File: config.mk
export PLATFORM = sky130hd
export DESIGN_NAME = sdbg_target_bit_engine
export DESIGN_NICKNAME = d
export VERILOG_FILES = /design/src/rtl/sdbg_pkg.sv /design/src/rtl/sdbg_edge_sync.sv /design/src/rtl/sdbg_bit_timer.sv /design/src/rtl/sdbg_tx_shaper.sv /design/src/rtl/sdbg_rx_sampler.sv /design/src/rtl/sdbg_target_bit_engine.sv
export SDC_FILE = /design/constraint.sdc
export NUM_CORES = 1
export LEC_CHECK = 0
export ABC_AREA = 0
export BUFFER_PORTS_ARGS = -buffer_cell sky130_fd_sc_hd__buf_2
export CAP_MARGIN = 20
export CORE_AREA = 4 4 41 43
export CTS_BUF_LIST = sky130_fd_sc_hd__clkbuf_16
export CTS_CLUSTER_SIZE = 40
export DETAILED_ROUTE_END_ITERATION = 16
export DIE_AREA = 0 0 45 47
export PLACE_DENSITY = 0.67
export SYNTH_ARGS = -nofsm -noshare
export SYNTH_HDL_FRONTEND = slang
export SYNTH_SLANG_ARGS = --single-unit
export TNS_END_PERCENT = 20
File: constraint.sdc
create_clock -name clk -period 1.1 [get_ports clk]
set_input_delay 0.11 -clock clk [delete_from_list [all_inputs] [get_ports clk]]
set_output_delay 0.11 -clock clk [all_outputs]
set_load 0.01 [all_outputs]
File: src/rtl/sdbg_pkg.sv
package sdbg_pkg;

    localparam int unsigned WINDOW_LEN   = 16;
    localparam int unsigned SAMPLE_AT    = 10;
    localparam int unsigned ZERO_LOW_LEN = 13;
    localparam int unsigned ONE_PULSE_AT = 7;
    localparam int unsigned CNT_W        = $clog2(WINDOW_LEN);

    typedef logic [CNT_W-1:0] bit_cnt_t;

    typedef enum logic {
        MODE_RX = 1'b0,
        MODE_TX = 1'b1
    } bit_mode_e;

    typedef struct packed {
        bit_mode_e mode;
        logic      txb;
    } bit_ctx_t;

    typedef struct packed {
        logic oe;
        logic out;
    } pin_drv_t;

    localparam pin_drv_t DRV_HIZ  = '{oe: 1'b0, out: 1'b0};
    localparam pin_drv_t DRV_LOW  = '{oe: 1'b1, out: 1'b0};
    localparam pin_drv_t DRV_HIGH = '{oe: 1'b1, out: 1'b1};

    function automatic bit_cnt_t to_cnt(input int unsigned v);
        return bit_cnt_t'(v);
    endfunction

endpackage

File: src/rtl/sdbg_edge_sync.sv
module sdbg_edge_sync (
    input  logic clk,
    input  logic rst,
    input  logic pin_i,
    output logic level_o,
    output logic fall_o
);
    logic sync1_q, sync2_q, prev_q;

    always_ff @(posedge clk) begin
        if (rst) begin
            sync1_q <= 1'b1;
            sync2_q <= 1'b1;
            prev_q  <= 1'b1;
        end else begin
            sync1_q <= pin_i;
            sync2_q <= sync1_q;
            prev_q  <= sync2_q;
        end
    end

    assign level_o = sync2_q;
    assign fall_o  = prev_q & ~sync2_q;

    AST_FALL_SINGLE: assert property (@(posedge clk) disable iff (rst)
        fall_o |=> !fall_o);

endmodule

File: src/rtl/sdbg_bit_timer.sv
module sdbg_bit_timer
    import sdbg_pkg::*;
#(
    parameter int unsigned WIN = WINDOW_LEN
) (
    input  logic     clk,
    input  logic     rst,
    input  logic     fall_i,
    input  bit_ctx_t ctx_i,
    output logic     busy_o,
    output bit_cnt_t cnt_o,
    output bit_ctx_t ctx_o
);
    localparam bit_cnt_t LAST = to_cnt(WIN - 1);

    always_ff @(posedge clk) begin
        if (rst) begin
            busy_o <= 1'b0;
            cnt_o  <= '0;
            ctx_o  <= '{mode: MODE_RX, txb: 1'b0};
        end else if (!busy_o) begin
            if (fall_i) begin
                busy_o <= 1'b1;
                cnt_o  <= '0;
                ctx_o  <= ctx_i;
            end
        end else if (cnt_o == LAST) begin
            busy_o <= 1'b0;
            cnt_o  <= '0;
        end else begin
            cnt_o  <= cnt_o + 1'b1;
        end
    end

    AST_START_AT_ZERO: assert property (@(posedge clk) disable iff (rst)
        $rose(busy_o) |-> cnt_o == '0);
    AST_WINDOW_LEN: assert property (@(posedge clk) disable iff (rst)
        $fell(busy_o) |-> $past(cnt_o) == LAST);
    AST_CTX_HELD: assert property (@(posedge clk) disable iff (rst)
        busy_o && $past(busy_o) |-> $stable(ctx_o));

endmodule

File: src/rtl/sdbg_tx_shaper.sv
module sdbg_tx_shaper
    import sdbg_pkg::*;
#(
    parameter int unsigned LOW_LEN  = ZERO_LOW_LEN,
    parameter int unsigned PULSE_AT = ONE_PULSE_AT
) (
    input  logic     clk,
    input  logic     rst,
    input  logic     busy_i,
    input  bit_cnt_t cnt_i,
    input  bit_ctx_t ctx_i,
    output pin_drv_t drv_o
);
    localparam bit_cnt_t LOW_END = to_cnt(LOW_LEN);
    localparam bit_cnt_t ONE_PT  = to_cnt(PULSE_AT);

    always_comb begin
        drv_o = DRV_HIZ;
        if (busy_i && ctx_i.mode == MODE_TX) begin
            if (!ctx_i.txb) begin
                if (cnt_i < LOW_END)       drv_o = DRV_LOW;
                else if (cnt_i == LOW_END) drv_o = DRV_HIGH;
            end else if (cnt_i == ONE_PT) begin
                drv_o = DRV_HIGH;
            end
        end
    end

    AST_RX_QUIET: assert property (@(posedge clk) disable iff (rst)
        ctx_i.mode == MODE_RX |-> !drv_o.oe);
    AST_PULSE_SHORT: assert property (@(posedge clk) disable iff (rst)
        drv_o.oe && drv_o.out |=> !drv_o.oe);
    AST_LOW_ONLY_ZERO: assert property (@(posedge clk) disable iff (rst)
        drv_o.oe && !drv_o.out |-> !ctx_i.txb);

endmodule

File: src/rtl/sdbg_rx_sampler.sv
module sdbg_rx_sampler
    import sdbg_pkg::*;
#(
    parameter int unsigned AT = SAMPLE_AT
) (
    input  logic     clk,
    input  logic     rst,
    input  logic     busy_i,
    input  bit_cnt_t cnt_i,
    input  bit_ctx_t ctx_i,
    input  logic     level_i,
    output logic     rx_bit_o,
    output logic     rx_valid_o
);
    localparam bit_cnt_t PRE = to_cnt(AT - 1);

    always_ff @(posedge clk) begin
        if (rst) begin
            rx_bit_o   <= 1'b0;
            rx_valid_o <= 1'b0;
        end else begin
            rx_valid_o <= 1'b0;
            if (busy_i && ctx_i.mode == MODE_RX && cnt_i == PRE) begin
                rx_bit_o   <= level_i;
                rx_valid_o <= 1'b1;
            end
        end
    end

    AST_VALID_ONE: assert property (@(posedge clk) disable iff (rst)
        rx_valid_o |=> !rx_valid_o);
    AST_VALID_PLACE: assert property (@(posedge clk) disable iff (rst)
        rx_valid_o |-> busy_i && cnt_i == to_cnt(AT));
    AST_NO_VALID_TX: assert property (@(posedge clk) disable iff (rst)
        rx_valid_o |-> ctx_i.mode == MODE_RX);

endmodule

File: src/rtl/sdbg_target_bit_engine.sv
module sdbg_target_bit_engine
    import sdbg_pkg::*;
(
    input  logic clk,
    input  logic rst,
    input  logic pin_in,
    input  logic dir_tx,
    input  logic tx_bit,
    output logic pin_out,
    output logic pin_oe,
    output logic rx_bit,
    output logic rx_valid,
    output logic busy
);
    logic     level, fall;
    bit_cnt_t cnt;
    bit_ctx_t ctx_in, ctx;
    pin_drv_t drv;

    assign ctx_in = '{mode: bit_mode_e'(dir_tx), txb: tx_bit};

    sdbg_edge_sync u_sync (
        .clk(clk), .rst(rst), .pin_i(pin_in),
        .level_o(level), .fall_o(fall)
    );

    sdbg_bit_timer #(.WIN(WINDOW_LEN)) u_timer (
        .clk(clk), .rst(rst), .fall_i(fall), .ctx_i(ctx_in),
        .busy_o(busy), .cnt_o(cnt), .ctx_o(ctx)
    );

    sdbg_tx_shaper #(.LOW_LEN(ZERO_LOW_LEN), .PULSE_AT(ONE_PULSE_AT)) u_tx (
        .clk(clk), .rst(rst), .busy_i(busy), .cnt_i(cnt), .ctx_i(ctx),
        .drv_o(drv)
    );

    sdbg_rx_sampler #(.AT(SAMPLE_AT)) u_rx (
        .clk(clk), .rst(rst), .busy_i(busy), .cnt_i(cnt), .ctx_i(ctx),
        .level_i(level), .rx_bit_o(rx_bit), .rx_valid_o(rx_valid)
    );

    assign pin_oe  = drv.oe;
    assign pin_out = drv.out;

    AST_IDLE_QUIET: assert property (@(posedge clk) disable iff (rst)
        !busy |-> !pin_oe && !rx_valid);
    AST_STROBE_UNDRIVEN: assert property (@(posedge clk) disable iff (rst)
        rx_valid |-> !pin_oe);

endmodule

==> results.toml <==
[status]
outcome = "complete, but fails checks"
violations = "setup timing"

[synth]
synth_fa_ha_area_share_pct = 6.623
async_reset_ff_share_pct = 0
yosysTopAreaCell = "dfxtp_1"
synth.distinct_cells = 26
synth_cells = 63
synth-simple-area-share_pct = 30.02
synth_top_area_share_pct = 42.38
synth_most_common_cell = "dfxtp_1"
synth-seq-cells = 12
syn_area_per_cell_um2 = 8.997
synth_warnings = 0
synth_area_leaders = "dfxtp_1 42%, ha_1 6.6%, nand2b_1 6.6%"
synth_ff_type = "dfxtp_1"
yosysSeqAreaShare_pct = 42.38
synth.area.mux_share_pct = 1.766
syn-num-nets = 71
synth_edf_count = 0
synthTopCellsByCount = "12 x dfxtp_1, 6 x a21oi_1, 6 x nand2_1, 6 x nand2b_1"
synth_top_family_by_area = "simple AND/OR/NAND/NOR gates"
netlist_area_um2 = 566.8
synth_compound_area_share_pct = 14.35
synth_xor_area_share_pct = 0

[global_route]
grt_use_total_pct = 13.50
grt_pass1_wl_um = 2042
antenna_found_initial = 0
grt_pass1_vias = 476
grt_max_degree = 15
grt_overflow = 0

[worst_setup_path]
r2r-start = "u_timer.cnt_o[1]"
start_kind = "flip-flop"
crit_start = "u_timer.cnt_o[0]"
crit_required_ns = 0.99
crit_arrival_ns = 1.31
crit_path_end = "pin_oe"
reg2reg_slack_ns = -0.10
worstSetupEndpointType = "primary output"
reg2reg_to = "u_rx.rx_bit_o"
worst-setup-path-type = "reg -> out"
crit_fanout = 4
rr_worst_depth = 6

[clocking]
clockBufferDepth = 2
cts_tree = "done"
htree_levels = 1
clock-sinks = 12
clk_latency_ns = 0.23
root_buffer = "clkbuf_16"
cts.clk_slew.worst_paths_ns = 0.04
ctsHoldBuffers = 0
cts_buffers = 3

[placement]
io_buffers = 9
place_ws_ns = -0.1035
placed_area_um2 = 681.9
globalplace.congestion = 0.7006
dp_hpwl_um = 842.2

[sta]
rsz0062_at_grt = "yes"
worst_pin_slew_ns = 0.2349
clock.fmax_mhz = 701.8
hold_viol = 0
post-route-period-util_pct = 129.5
drv_slew = 0
period_minus_slack_ns = 1.425
relSlewSlack_pct = 84.34
fin_skew_ns = 0.001459
fin_ws_ns = -0.3248
fin_tns_setup_ns = -0.8000
setup_viol = 5

[route]
routed_wirelength_um = 1287
firstDrtPassIters = 1
drtAntennaViolNets = 0
wl_per_cell_um = 13.13
dr.first_iter.drc_count = 0
route.detailed.drc = 0
vias = 504
vias_per_cell = 5.143

[power_and_ir_drop]
p_switching_uw = 224.9
pwr-share-seq_pct = 38.6
power_density_nw_per_um2 = 1419
switching_share_pct = 18.88
pwr-share-clk_pct = 54.7
p_leak_uw = 0.0003103
intPower_uw = 966.7
comb_power_share_pct = 6.7
peakVddDrop_mv = 1.332

[finish]
area_growth_pct = 48.12
drive_gt1_share_pct = 46.99
final_nets = 92
final_area_um2 = 839.6
diodes = 0

[floorplanning]
die_x_um = 45
die_area_um2 = 2115
initial_core_util_pct = 43.56
core_area_um2 = 1301
num_io_pins = 10
fp-row-count = 13
fp.dieH_um = 47

[min_path]
hold_path_class = "in -> reg"

[flow_run]
drv_cap = 0
## worst max-delay path: stages (launching register included)
cell and delay, ns:
dfxtp_4 0.38, ha_4 0.14, nand3b_1 0.09, a21oi_2 0.18, o41a_1 0.16, buf_2 0.13
## state kept, by name, indices dropped and copies added, names as in the netlist
signal and count:
u_rx.rx_bit_o 1, u_rx.rx_valid_o 1, u_sync.level_o 1, u_sync.prev_q 1
u_sync.sync1_q 1, u_timer.busy_o 1, u_timer.cnt_o 4, u_timer.ctx_o 2
## what timing repair did
item / 4_1_cts / 5_1_grt
pin swaps: 4 / 2
resized for setup: 9 / 7
endpoints found under the setup margin: 6 / 8
buffers inserted: 1 / 0
hold endpoints to repair: 0 / 0
## per-stage QoR
step | instances | util (%) | hold slack [ns] | power [µW]
after global placement | 93 | 52.40 | 0.2970 | 536.8
after detailed placement | 93 | 52.40 | 0.2991 | 538.0
after CTS | 98 | 61.15 | 0.05822 | 1197
after floorplan | 63 | - | 0.2138 | 506.4
final | 98 | 64.52 | 0.05836 | 1192
after global routing | 98 | 64.52 | 0.05998 | 1240
## power groups by stage
stage / Clock (µW) / Combinational [µW] / Sequential, µW
4_1_cts: 660 / 75.6 / 461
5_1_grt: 689 / 89.4 / 462
3_3_place_gp: 0 / 68.8 / 468
6_report: 651 / 79.9 / 460
2_1_floorplan: 0 / 40.1 / 466
3_5_place_dp: 0 / 69.8 / 468
## cells in the final DEF (no fill, tap or decap), types with 2 or more instances in the layout
cell type	netlist	final
a21oi_1	6	5
buf_2	1	9
buf_4	0	10
clkbuf_16	0	3
dfxtp_1	12	8
dfxtp_2	0	2
dfxtp_4	0	2
ha_4	0	3
nand2_1	6	6
nand2b_1	6	6
nand3_2	1	2
nand3b_1	3	3
nor2_1	2	2
o21ai_0	2	2
or2_2	3	3
## layer usage
metal / global-route usage [%] / routed length (µm) / vias up
li1: - / - / 261
met1: 15.24 / 559 / 236
met2: 23.45 / 685 / 5
met3: 4.598 / 24 / 2
met4: 5.263 / 17 / 0
met5: 0 / 0 / -
## cell families (layout without fill, tap and decap cells)
group / Yosys count / after routing
and+or+nand+nor: 29 / 29
AOI/OAI and AO/OA: 13 / 13
DFF: 12 / 12
buffers and inverters: 5 / 25
adders and majority gates: 3 / 3
muxes: 1 / 1
## worst min path at each step
stage                       from             end  slack (ns)  depth (start not counted)
after global placement    pin_in  u_sync.sync1_q        0.30                          2
after floorplan           pin_in  u_sync.sync1_q        0.21                          1
final                     pin_in  u_sync.sync1_q        0.06                          2
after global routing      pin_in  u_sync.sync1_q        0.06                          2
after CTS                 pin_in  u_sync.sync1_q        0.06                          2
after detailed placement  pin_in  u_sync.sync1_q        0.30                          2
## cell type report
class / instances / area [µm²]
Sequential cell: 12 / 250.2
Tap cell: 15 / 18.77
Timing Repair Buffer: 19 / 120.1
Clock inverter: 1 / 3.754
Multi-Input combinational cell: 46 / 361.6
Clock buffer: 3 / 75.07
Fill cell: 98 / 461.7
Inverter: 2 / 10.01
Power figures use the tool's default switching activity.
